--- config.mk ---
export PLATFORM = sky130hd
export DESIGN_NAME = uart_regfront
export DESIGN_NICKNAME = d
export VERILOG_FILES = /design/src/rtl/uart_rf_pkg.sv /design/src/rtl/uart_rf_fifo.sv /design/src/rtl/uart_rf_lsts.sv /design/src/rtl/uart_rf_rdmux.sv /design/src/rtl/uart_regfront.sv
export SDC_FILE = /design/constraint.sdc
export NUM_CORES = 1
export LEC_CHECK = 0
export BUFFER_PORTS_ARGS = -buffer_cell sky130_fd_sc_hd__clkbuf_2
export CORE_MARGIN = 4
export CORE_UTILIZATION = 70
export CTS_BUF_LIST = sky130_fd_sc_hd__clkbuf_4 sky130_fd_sc_hd__clkbuf_8
export DETAILED_ROUTE_END_ITERATION = 7
export PLACE_DENSITY_LB_ADDON = 0.08
export SYNTH_ARGS = -nofsm -noshare
export SYNTH_HDL_FRONTEND = slang
export SYNTH_HIERARCHICAL = 1
export SYNTH_SLANG_ARGS = --single-unit
--- constraint.sdc ---
create_clock -name clk_i -period 7.45 [get_ports clk_i]
set_clock_uncertainty 0.1 [all_clocks]
set_input_delay 1.49 -clock clk_i [delete_from_list [all_inputs] [get_ports clk_i]]
set_output_delay 1.49 -clock clk_i [all_outputs]
set_load 0.02 [all_outputs]
--- src/rtl/uart_rf_pkg.sv ---
package uart_rf_pkg;
  localparam int RegW = 8;

  typedef enum logic [2:0] {
    OFF_DATA = 3'd0,
    OFF_IEN  = 3'd1,
    OFF_FCTL = 3'd2,
    OFF_LCTL = 3'd3,
    OFF_MCTL = 3'd4,
    OFF_LSTS = 3'd5,
    OFF_MSTS = 3'd6,
    OFF_SCR  = 3'd7
  } reg_off_e;

  localparam logic [7:0] IEN_RST  = 8'h03;
  localparam logic [7:0] FCTL_RST = 8'hC0;
  localparam logic [7:0] LCTL_RST = 8'h03;
  localparam logic [7:0] MCTL_RST = 8'h00;
  localparam logic [7:0] MSTS_RST = 8'h00;
  localparam logic [7:0] DIVL_RST = 8'h01;
  localparam logic [7:0] DIVH_RST = 8'h00;

  localparam int LctlBankBit = 7;
  localparam int FctlEnBit   = 0;
  localparam int FctlRxClr   = 1;
  localparam int FctlTxClr   = 2;

  typedef struct packed {
    logic [7:0] ien;
    logic [7:0] fctl;
    logic [7:0] lctl;
    logic [7:0] mctl;
    logic [7:0] msts;
    logic [7:0] scr;
    logic [7:0] divl;
    logic [7:0] divh;
  } ctl_regs_t;
endpackage

--- src/rtl/uart_rf_fifo.sv ---
module uart_rf_fifo #(
  parameter int DEPTH = 16,
  parameter int WIDTH = 8,
  localparam int AW = $clog2(DEPTH),
  localparam int CW = AW + 1
) (
  input  logic             clk_i,
  input  logic             rst_ni,
  input  logic             flush_i,
  input  logic             push_i,
  input  logic [WIDTH-1:0] data_i,
  input  logic             pop_i,
  output logic [WIDTH-1:0] data_o,
  output logic             full_o,
  output logic             empty_o,
  output logic [CW-1:0]    count_o,
  output logic             pushed_o,
  output logic             popped_o
);
  logic [WIDTH-1:0] mem_q [DEPTH];
  logic [AW-1:0]    wp_q, rp_q, wp_nx, rp_nx;
  logic             full_q;

  assign empty_o  = (wp_q == rp_q) && !full_q;
  assign full_o   = full_q;
  assign pushed_o = push_i && !full_q && !flush_i;
  assign popped_o = pop_i && !empty_o && !flush_i;
  assign data_o   = mem_q[rp_q];
  assign count_o  = full_q ? CW'(DEPTH) : {1'b0, wp_q - rp_q};
  assign wp_nx    = wp_q + 1'b1;
  assign rp_nx    = rp_q + 1'b1;

  always_ff @(posedge clk_i or negedge rst_ni) begin
    if (!rst_ni) begin
      wp_q   <= '0;
      rp_q   <= '0;
      full_q <= 1'b0;
    end else if (flush_i) begin
      wp_q   <= '0;
      rp_q   <= '0;
      full_q <= 1'b0;
    end else begin
      if (pushed_o) wp_q <= wp_nx;
      if (popped_o) rp_q <= rp_nx;
      if (pushed_o && !popped_o && (wp_nx == rp_q)) full_q <= 1'b1;
      else if (popped_o && !pushed_o)               full_q <= 1'b0;
    end
  end

  always_ff @(posedge clk_i) begin
    if (pushed_o) mem_q[wp_q] <= data_i;
  end

  assert_count_bound_R3: assert property (@(posedge clk_i) disable iff (!rst_ni)
    count_o <= CW'(DEPTH));
  assert_full_drop_R13: assert property (@(posedge clk_i) disable iff (!rst_ni)
    (push_i && full_q && !flush_i) |=> (wp_q == $past(wp_q)));
  assert_flush_empties_R12: assert property (@(posedge clk_i) disable iff (!rst_ni)
    flush_i |=> (empty_o && count_o == '0));
endmodule

--- src/rtl/uart_rf_lsts.sv ---
module uart_rf_lsts #(
  parameter int CW = 5
) (
  input  logic          clk_i,
  input  logic          rst_ni,
  input  logic          rx_flush_i,
  input  logic          rx_pushed_i,
  input  logic          rx_popped_i,
  input  logic [CW-1:0] rx_count_i,
  input  logic          rx_overrun_i,
  input  logic          tx_flush_i,
  input  logic          tx_pushed_i,
  input  logic          tx_popped_i,
  input  logic [CW-1:0] tx_count_i,
  input  logic          lsts_rd_i,
  output logic [7:0]    lsts_o
);
  logic dr_q, oe_q, thre_q;

  always_ff @(posedge clk_i or negedge rst_ni) begin
    if (!rst_ni) begin
      dr_q   <= 1'b0;
      oe_q   <= 1'b0;
      thre_q <= 1'b1;
    end else begin
      if (rx_flush_i)                                           dr_q <= 1'b0;
      else if (rx_pushed_i)                                     dr_q <= 1'b1;
      else if (rx_popped_i && rx_count_i == CW'(1))             dr_q <= 1'b0;

      // a fresh overrun wins over the read-clear
      if (rx_overrun_i)   oe_q <= 1'b1;
      else if (lsts_rd_i) oe_q <= 1'b0;

      if (tx_flush_i)                                           thre_q <= 1'b1;
      else if (tx_pushed_i)                                     thre_q <= 1'b0;
      else if (tx_popped_i && tx_count_i == CW'(1))             thre_q <= 1'b1;
    end
  end

  assign lsts_o = {1'b0, thre_q, thre_q, 3'b000, oe_q, dr_q};
endmodule

--- src/rtl/uart_rf_rdmux.sv ---
module uart_rf_rdmux
  import uart_rf_pkg::*;
(
  input  logic [2:0] addr_i,
  input  ctl_regs_t  regs_i,
  input  logic [7:0] lsts_i,
  input  logic [7:0] rx_head_i,
  input  logic       rx_empty_i,
  output logic [7:0] rdata_o
);
  logic bank;
  assign bank = regs_i.lctl[LctlBankBit];

  always_comb begin
    unique case (reg_off_e'(addr_i))
      OFF_DATA: rdata_o = bank ? regs_i.divl : (rx_empty_i ? 8'h00 : rx_head_i);
      OFF_IEN:  rdata_o = bank ? regs_i.divh : regs_i.ien;
      OFF_FCTL: rdata_o = regs_i.fctl;
      OFF_LCTL: rdata_o = regs_i.lctl;
      OFF_MCTL: rdata_o = regs_i.mctl;
      OFF_LSTS: rdata_o = lsts_i;
      OFF_MSTS: rdata_o = regs_i.msts;
      OFF_SCR:  rdata_o = regs_i.scr;
      default:  rdata_o = 8'h00;
    endcase
  end
endmodule

--- src/rtl/uart_regfront.sv ---
module uart_regfront
  import uart_rf_pkg::*;
#(
  parameter int FIFO_DEPTH = 16,
  localparam int CW = $clog2(FIFO_DEPTH) + 1
) (
  input  logic       clk_i,
  input  logic       rst_ni,
  input  logic [2:0] addr_i,
  input  logic [7:0] wdata_i,
  input  logic       wr_i,
  input  logic       rd_i,
  output logic [7:0] rdata_o,
  output logic [7:0] tx_data_o,
  output logic       tx_valid_o,
  input  logic       tx_pop_i,
  input  logic [7:0] rx_data_i,
  input  logic       rx_push_i
);
  ctl_regs_t regs_q;
  logic [7:0] lsts;
  logic bank, wr_data, rd_data, wr_fctl, rx_flush, tx_flush, lsts_rd;
  logic rx_full, rx_empty, rx_pushed, rx_popped, rx_overrun;
  logic tx_full, tx_empty, tx_pushed, tx_popped;
  logic [CW-1:0] rx_count, tx_count;
  logic [7:0] rx_head;

  assign bank     = regs_q.lctl[LctlBankBit];
  assign wr_data  = wr_i && (addr_i == OFF_DATA) && !bank;
  assign rd_data  = rd_i && (addr_i == OFF_DATA) && !bank;
  assign wr_fctl  = wr_i && (addr_i == OFF_FCTL);
  assign rx_flush = wr_fctl && (!wdata_i[FctlEnBit] || wdata_i[FctlRxClr]);
  assign tx_flush = wr_fctl && (!wdata_i[FctlEnBit] || wdata_i[FctlTxClr]);
  assign lsts_rd  = rd_i && (addr_i == OFF_LSTS);
  assign rx_overrun = rx_push_i && rx_full && !rx_flush;

  always_ff @(posedge clk_i or negedge rst_ni) begin
    if (!rst_ni) begin
      regs_q.ien  <= IEN_RST;
      regs_q.fctl <= FCTL_RST;
      regs_q.lctl <= LCTL_RST;
      regs_q.mctl <= MCTL_RST;
      regs_q.msts <= MSTS_RST;
      regs_q.scr  <= 8'h00;
      regs_q.divl <= DIVL_RST;
      regs_q.divh <= DIVH_RST;
    end else if (wr_i) begin
      unique case (reg_off_e'(addr_i))
        OFF_DATA: if (bank) regs_q.divl <= wdata_i;
        OFF_IEN:  if (bank) regs_q.divh <= wdata_i;
                  else      regs_q.ien  <= wdata_i;
        OFF_FCTL: regs_q.fctl <= wdata_i[FctlEnBit] ? wdata_i
                                                    : {regs_q.fctl[7:1], 1'b0};
        OFF_LCTL: regs_q.lctl <= wdata_i;
        OFF_MCTL: regs_q.mctl <= wdata_i;
        OFF_LSTS: ;
        OFF_MSTS: regs_q.msts <= wdata_i;
        OFF_SCR:  regs_q.scr  <= wdata_i;
        default:  ;
      endcase
    end
  end

  uart_rf_fifo #(.DEPTH(FIFO_DEPTH), .WIDTH(RegW)) u_rx_fifo (
    .clk_i, .rst_ni,
    .flush_i (rx_flush),  .push_i (rx_push_i), .data_i (rx_data_i),
    .pop_i   (rd_data),   .data_o (rx_head),   .full_o (rx_full),
    .empty_o (rx_empty),  .count_o(rx_count),  .pushed_o(rx_pushed),
    .popped_o(rx_popped)
  );

  uart_rf_fifo #(.DEPTH(FIFO_DEPTH), .WIDTH(RegW)) u_tx_fifo (
    .clk_i, .rst_ni,
    .flush_i (tx_flush),  .push_i (wr_data),   .data_i (wdata_i),
    .pop_i   (tx_pop_i),  .data_o (tx_data_o), .full_o (tx_full),
    .empty_o (tx_empty),  .count_o(tx_count),  .pushed_o(tx_pushed),
    .popped_o(tx_popped)
  );

  uart_rf_lsts #(.CW(CW)) u_lsts (
    .clk_i, .rst_ni,
    .rx_flush_i (rx_flush),  .rx_pushed_i(rx_pushed), .rx_popped_i(rx_popped),
    .rx_count_i (rx_count),  .rx_overrun_i(rx_overrun),
    .tx_flush_i (tx_flush),  .tx_pushed_i(tx_pushed), .tx_popped_i(tx_popped),
    .tx_count_i (tx_count),  .lsts_rd_i  (lsts_rd),   .lsts_o     (lsts)
  );

  uart_rf_rdmux u_rdmux (
    .addr_i, .regs_i(regs_q), .lsts_i(lsts), .rx_head_i(rx_head),
    .rx_empty_i(rx_empty), .rdata_o
  );

  assign tx_valid_o = !tx_empty;

  assert_dr_tracks_R7: assert property (@(posedge clk_i) disable iff (!rst_ni)
    lsts[0] == (rx_count != '0));
  assert_thre_tracks_R8: assert property (@(posedge clk_i) disable iff (!rst_ni)
    (lsts[5] == (tx_count == '0)) && (lsts[6] == lsts[5]));
  assert_overrun_sets_R5: assert property (@(posedge clk_i) disable iff (!rst_ni)
    (rx_push_i && rx_full && !rx_flush) |=> lsts[1]);
  assert_lsts_rd_clears_R6: assert property (@(posedge clk_i) disable iff (!rst_ni)
    (lsts_rd && !(rx_push_i && rx_full)) |=> !lsts[1]);
  assert_bank_no_tx_R2: assert property (@(posedge clk_i) disable iff (!rst_ni)
    (wr_i && addr_i == OFF_DATA && bank && !tx_pop_i && !wr_fctl) |=> $stable(tx_count));
  assert_fctl_off_flush_R10: assert property (@(posedge clk_i) disable iff (!rst_ni)
    (wr_fctl && !wdata_i[FctlEnBit]) |=> (rx_count == '0 && tx_count == '0));
endmodule

==> results.json <==
{
  "status": "finished, final reports clean",
  "dieHeight_um": 154.0,
  "drc_errors": 0,
  "start_util": 0.7096,
  "power.density_nw_per_um2": 338.7,
  "grt_max_degree": 49,
  "wl_per_cell_um": 23.93,
  "ys_types": 69,
  "worstMarginPinSlew_ps": 1266,
  "syn_area_per_cell_um2": 15.80,
  "grt_pass1_wl_um": 48650,
  "setup_viol": 0,
  "min-delay-path-class": "register to register",
  "crit_type": "register to output pin",
  "critPathArrivalTime_ps": 3340,
  "yosysSeqAreaShare": 0.6586,
  "synth_common_cells": "edfxtp_1, mux2_2, dfrtp_1",
  "syn_area_um2": 14920,
  "antenna_found_initial": 0,
  "reg2reg_slack_ps": 4150,
  "fin_crit_sh": 0.6613,
  "async_reset_ff_frac": 0.2493,
  "cp_max_fo": 28,
  "min_from": "regs_q[25]",
  "fin_crit_ps": 4926,
  "drtIter0Drc": 798,
  "crit_family": "buffers and inverters",
  "irDropWorstVdd_v": 0.0002222,
  "clkTransAtPathRegs_ps": 60,
  "crit_buf_inv": 2,
  "row_count": 53,
  "cts_buffers": 52,
  "yosys.area.top_type_share": 0.5153,
  "cts.hold.buffers_added": 0,
  "io_pins": 42,
  "regToRegStartpoint": "bank",
  "coreArea_um2": 21020,
  "num_antenna_cells": 0,
  "yosys_warnings": 6,
  "hold-worst-slack_ps": 396.1,
  "numPlacedInstances": 1209,
  "yosysMostFrequentCell": "edfxtp_1",
  "clockBufferDepth": 3,
  "grt_usage": 0.2656,
  "area_delta_synth_final_pct": 8.740,
  "cts_sinks": 341,
  "final_cells": 1306,
  "reg2reg_depth": 6,
  "min_to": "regs_q[25]",
  "fmax_mhz": 203.0,
  "drive_gt1_frac": 0.2755,
  "cts_setup_buffers": 0,
  "cp_slowest_cell": "dfrtp_2",
  "drv_cap": 0,
  "drt-pass1-iter-count": 6,
  "syn-instance-count": 944,
  "hold_viol_final": 0,
  "die_area_um2": 23710,
  "crit_path_start_kind": "register",
  "vias_per_cell": 6.490,
  "finalSetupTns_ps": 0,
  "ys_top_cells_by_area": "edfxtp_1, dfrtp_1, mux2_2",
  "dp_hpwl_um": 20290,
  "end_kind": "output pin",
  "clock_latency_ps": 570,
  "critical_path.cell_chain": "buf_4, mux2i_1, a22oi_1, nand3_1, o21ai_1, nor3b_1, a211oi_2, a21oi_1, clkbuf_2",
  "required_ps": 5860,
  "drv_slew": 0,
  "ys.flop_type": "edfxtp_1",
  "cts_tree": "done",
  "h-tree-depth": 2,
  "leakagePower_nw": 5.860,
  "slowest_delay_ps": 630,
  "vias": 8476,
  "fillers": 1205,
  "die_w_um": 154.0,
  "grt_remaining_overflow": 0,
  "relSlewSlack": 0.1495,
  "synth_top_cell_by_area": "edfxtp_1",
  "gp_congestion": 0.8948,
  "port_buffers": 41,
  "rsz0062_at_grt": "no",
  "routed_wl_um": 31250,
  "grt_pass1_vias": 8626,
  "final_nets": 1032,
  "postCtsResizedCells": 0,
  "ant_nets": 0,
  "synth-edff-count": 256,
  "cts_root_buffer": "clkbuf_8",
  "hold_path_depth": 2,
  "r2r_end": "u_tx_fifo/mem_q[3][7]",
  "ys_ff_latch": 341
}
## cell families after synthesis
| family | count (synthesis) | share of synthesized area |
|---|---|---|
| buf+inv | 83 | 0.03171 |
| flops | 341 | 0.6586 |
| mux | 183 | 0.1619 |
| compound gates | 126 | 0.05536 |
| simple gates | 170 | 0.06140 |
| fa+ha+maj | 18 | 0.01610 |
| xor+xnor | 22 | 0.01468 |
| other cells | 1 | 0.0002514 |
## placed cells by master, fill, tap and decap left out, types with 4 or more instances in the layout
cell,instances
nand2b_1,11
nor3b_1,4
ha_1,16
nor2b_1,11
a22oi_1,18
nor3_1,10
clkbuf_8,56
mux2_2,79
xnor2_1,11
nand3_1,14
o21ai_1,10
o22ai_1,20
inv_1,18
a221oi_1,12
clkinv_1,9
mux4_2,38
mux2i_1,62
dfrtp_1,76
nor2_1,60
clkbuf_4,19
clkinv_2,7
dfstp_2,8
xor2_1,9
inv_2,4
a21oi_1,18
buf_4,9
o21ai_0,27
conb_1,4
clkbuf_2,40
a22o_1,4
nand2_1,27
edfxtp_1,256
## worst max-delay path by stage
stage                     slack, ps  cells after the start                     to               from
after CTS                      2500                      9             rdata_o[2]  u_rx_fifo/rp_q[2]
final                          2520                      9             rdata_o[2]  u_rx_fifo/rp_q[2]
after floorplan                3370                      5             rdata_o[2]          addr_i[0]
after global placement         2660                      6             rdata_o[3]          addr_i[1]
after global routing           2320                      9             rdata_o[2]  u_rx_fifo/rp_q[2]
after detailed placement       2630                      7  u_tx_fifo/mem_q[3][5]          addr_i[2]
## area by class of cell
cell class | count | area, um2 | share of cell area
inverter | 22 | 82.58 | 0.005091
clock buffer | 75 | 913.4 | 0.05631
clock inverter | 21 | 156.4 | 0.009642
sequential | 341 | 9826 | 0.6058
multi-input combinational | 523 | 4631 | 0.2855
tap | 275 | 344.1 | 0.02121
timing repair buffer | 49 | 267.8 | 0.01651
## layer usage
metal,global-route usage,part of all wire,vias to the layer above
met4,0.08915,0.031,0
met1,0.3710,0.41,4311
met2,0.4314,0.50,373
li1,-,-,3711
met5,0,0,-
met3,0.04813,0.061,81
## where the power goes
| part | internal (mW) | total (mW) | leakage [nW] | switching (mW) |
|---|---|---|---|---|
| registers | 2.25 | 2.42 | 3.34 | 0.167 |
| clock network | 0.862 | 1.55 | 0.571 | 0.693 |
| logic | 0.657 | 1.52 | 1.95 | 0.866 |
## through the flow
| stage | setup WS (ps) | instance area [um2] | utilization | power (mW) |
|---|---|---|---|---|
| detailed placement | 2631 | 15140 | 0.7204 | 3.958 |
| floorplan | 3367 | 14930 | - | 3.573 |
| global route | 2317 | 16220 | 0.7716 | 5.759 |
| global placement | 2659 | 15140 | 0.7204 | 3.888 |
| CTS | 2496 | 16210 | 0.7713 | 5.508 |
| finish | 2524 | 16220 | 0.7716 | 5.494 |
## state kept, by name (all words and copies together), names as in the netlist
signal and cells:
u_lsts/dr_q 1, regs_q 63, u_rx_fifo/wp_q 4, u_lsts/oe_q 1, u_tx_fifo/mem_q 128, u_rx_fifo/mem_q 128, u_lsts/thre_q 1, u_rx_fifo/rp_q 4
bank 1, u_tx_fifo/wp_q 4, u_rx_fifo/full_o 1, u_tx_fifo/full_o 1, u_tx_fifo/rp_q 4
## worst register-to-register path, cell delays in order, from the launching register on
cell      delay [ps]
dfrtp_1          380
buf_4            250
nor4_1           490
nand2b_1         260
nor2_2           330
nand2_1          200
nor3_1           910
(Power assumes the default switching activity.)
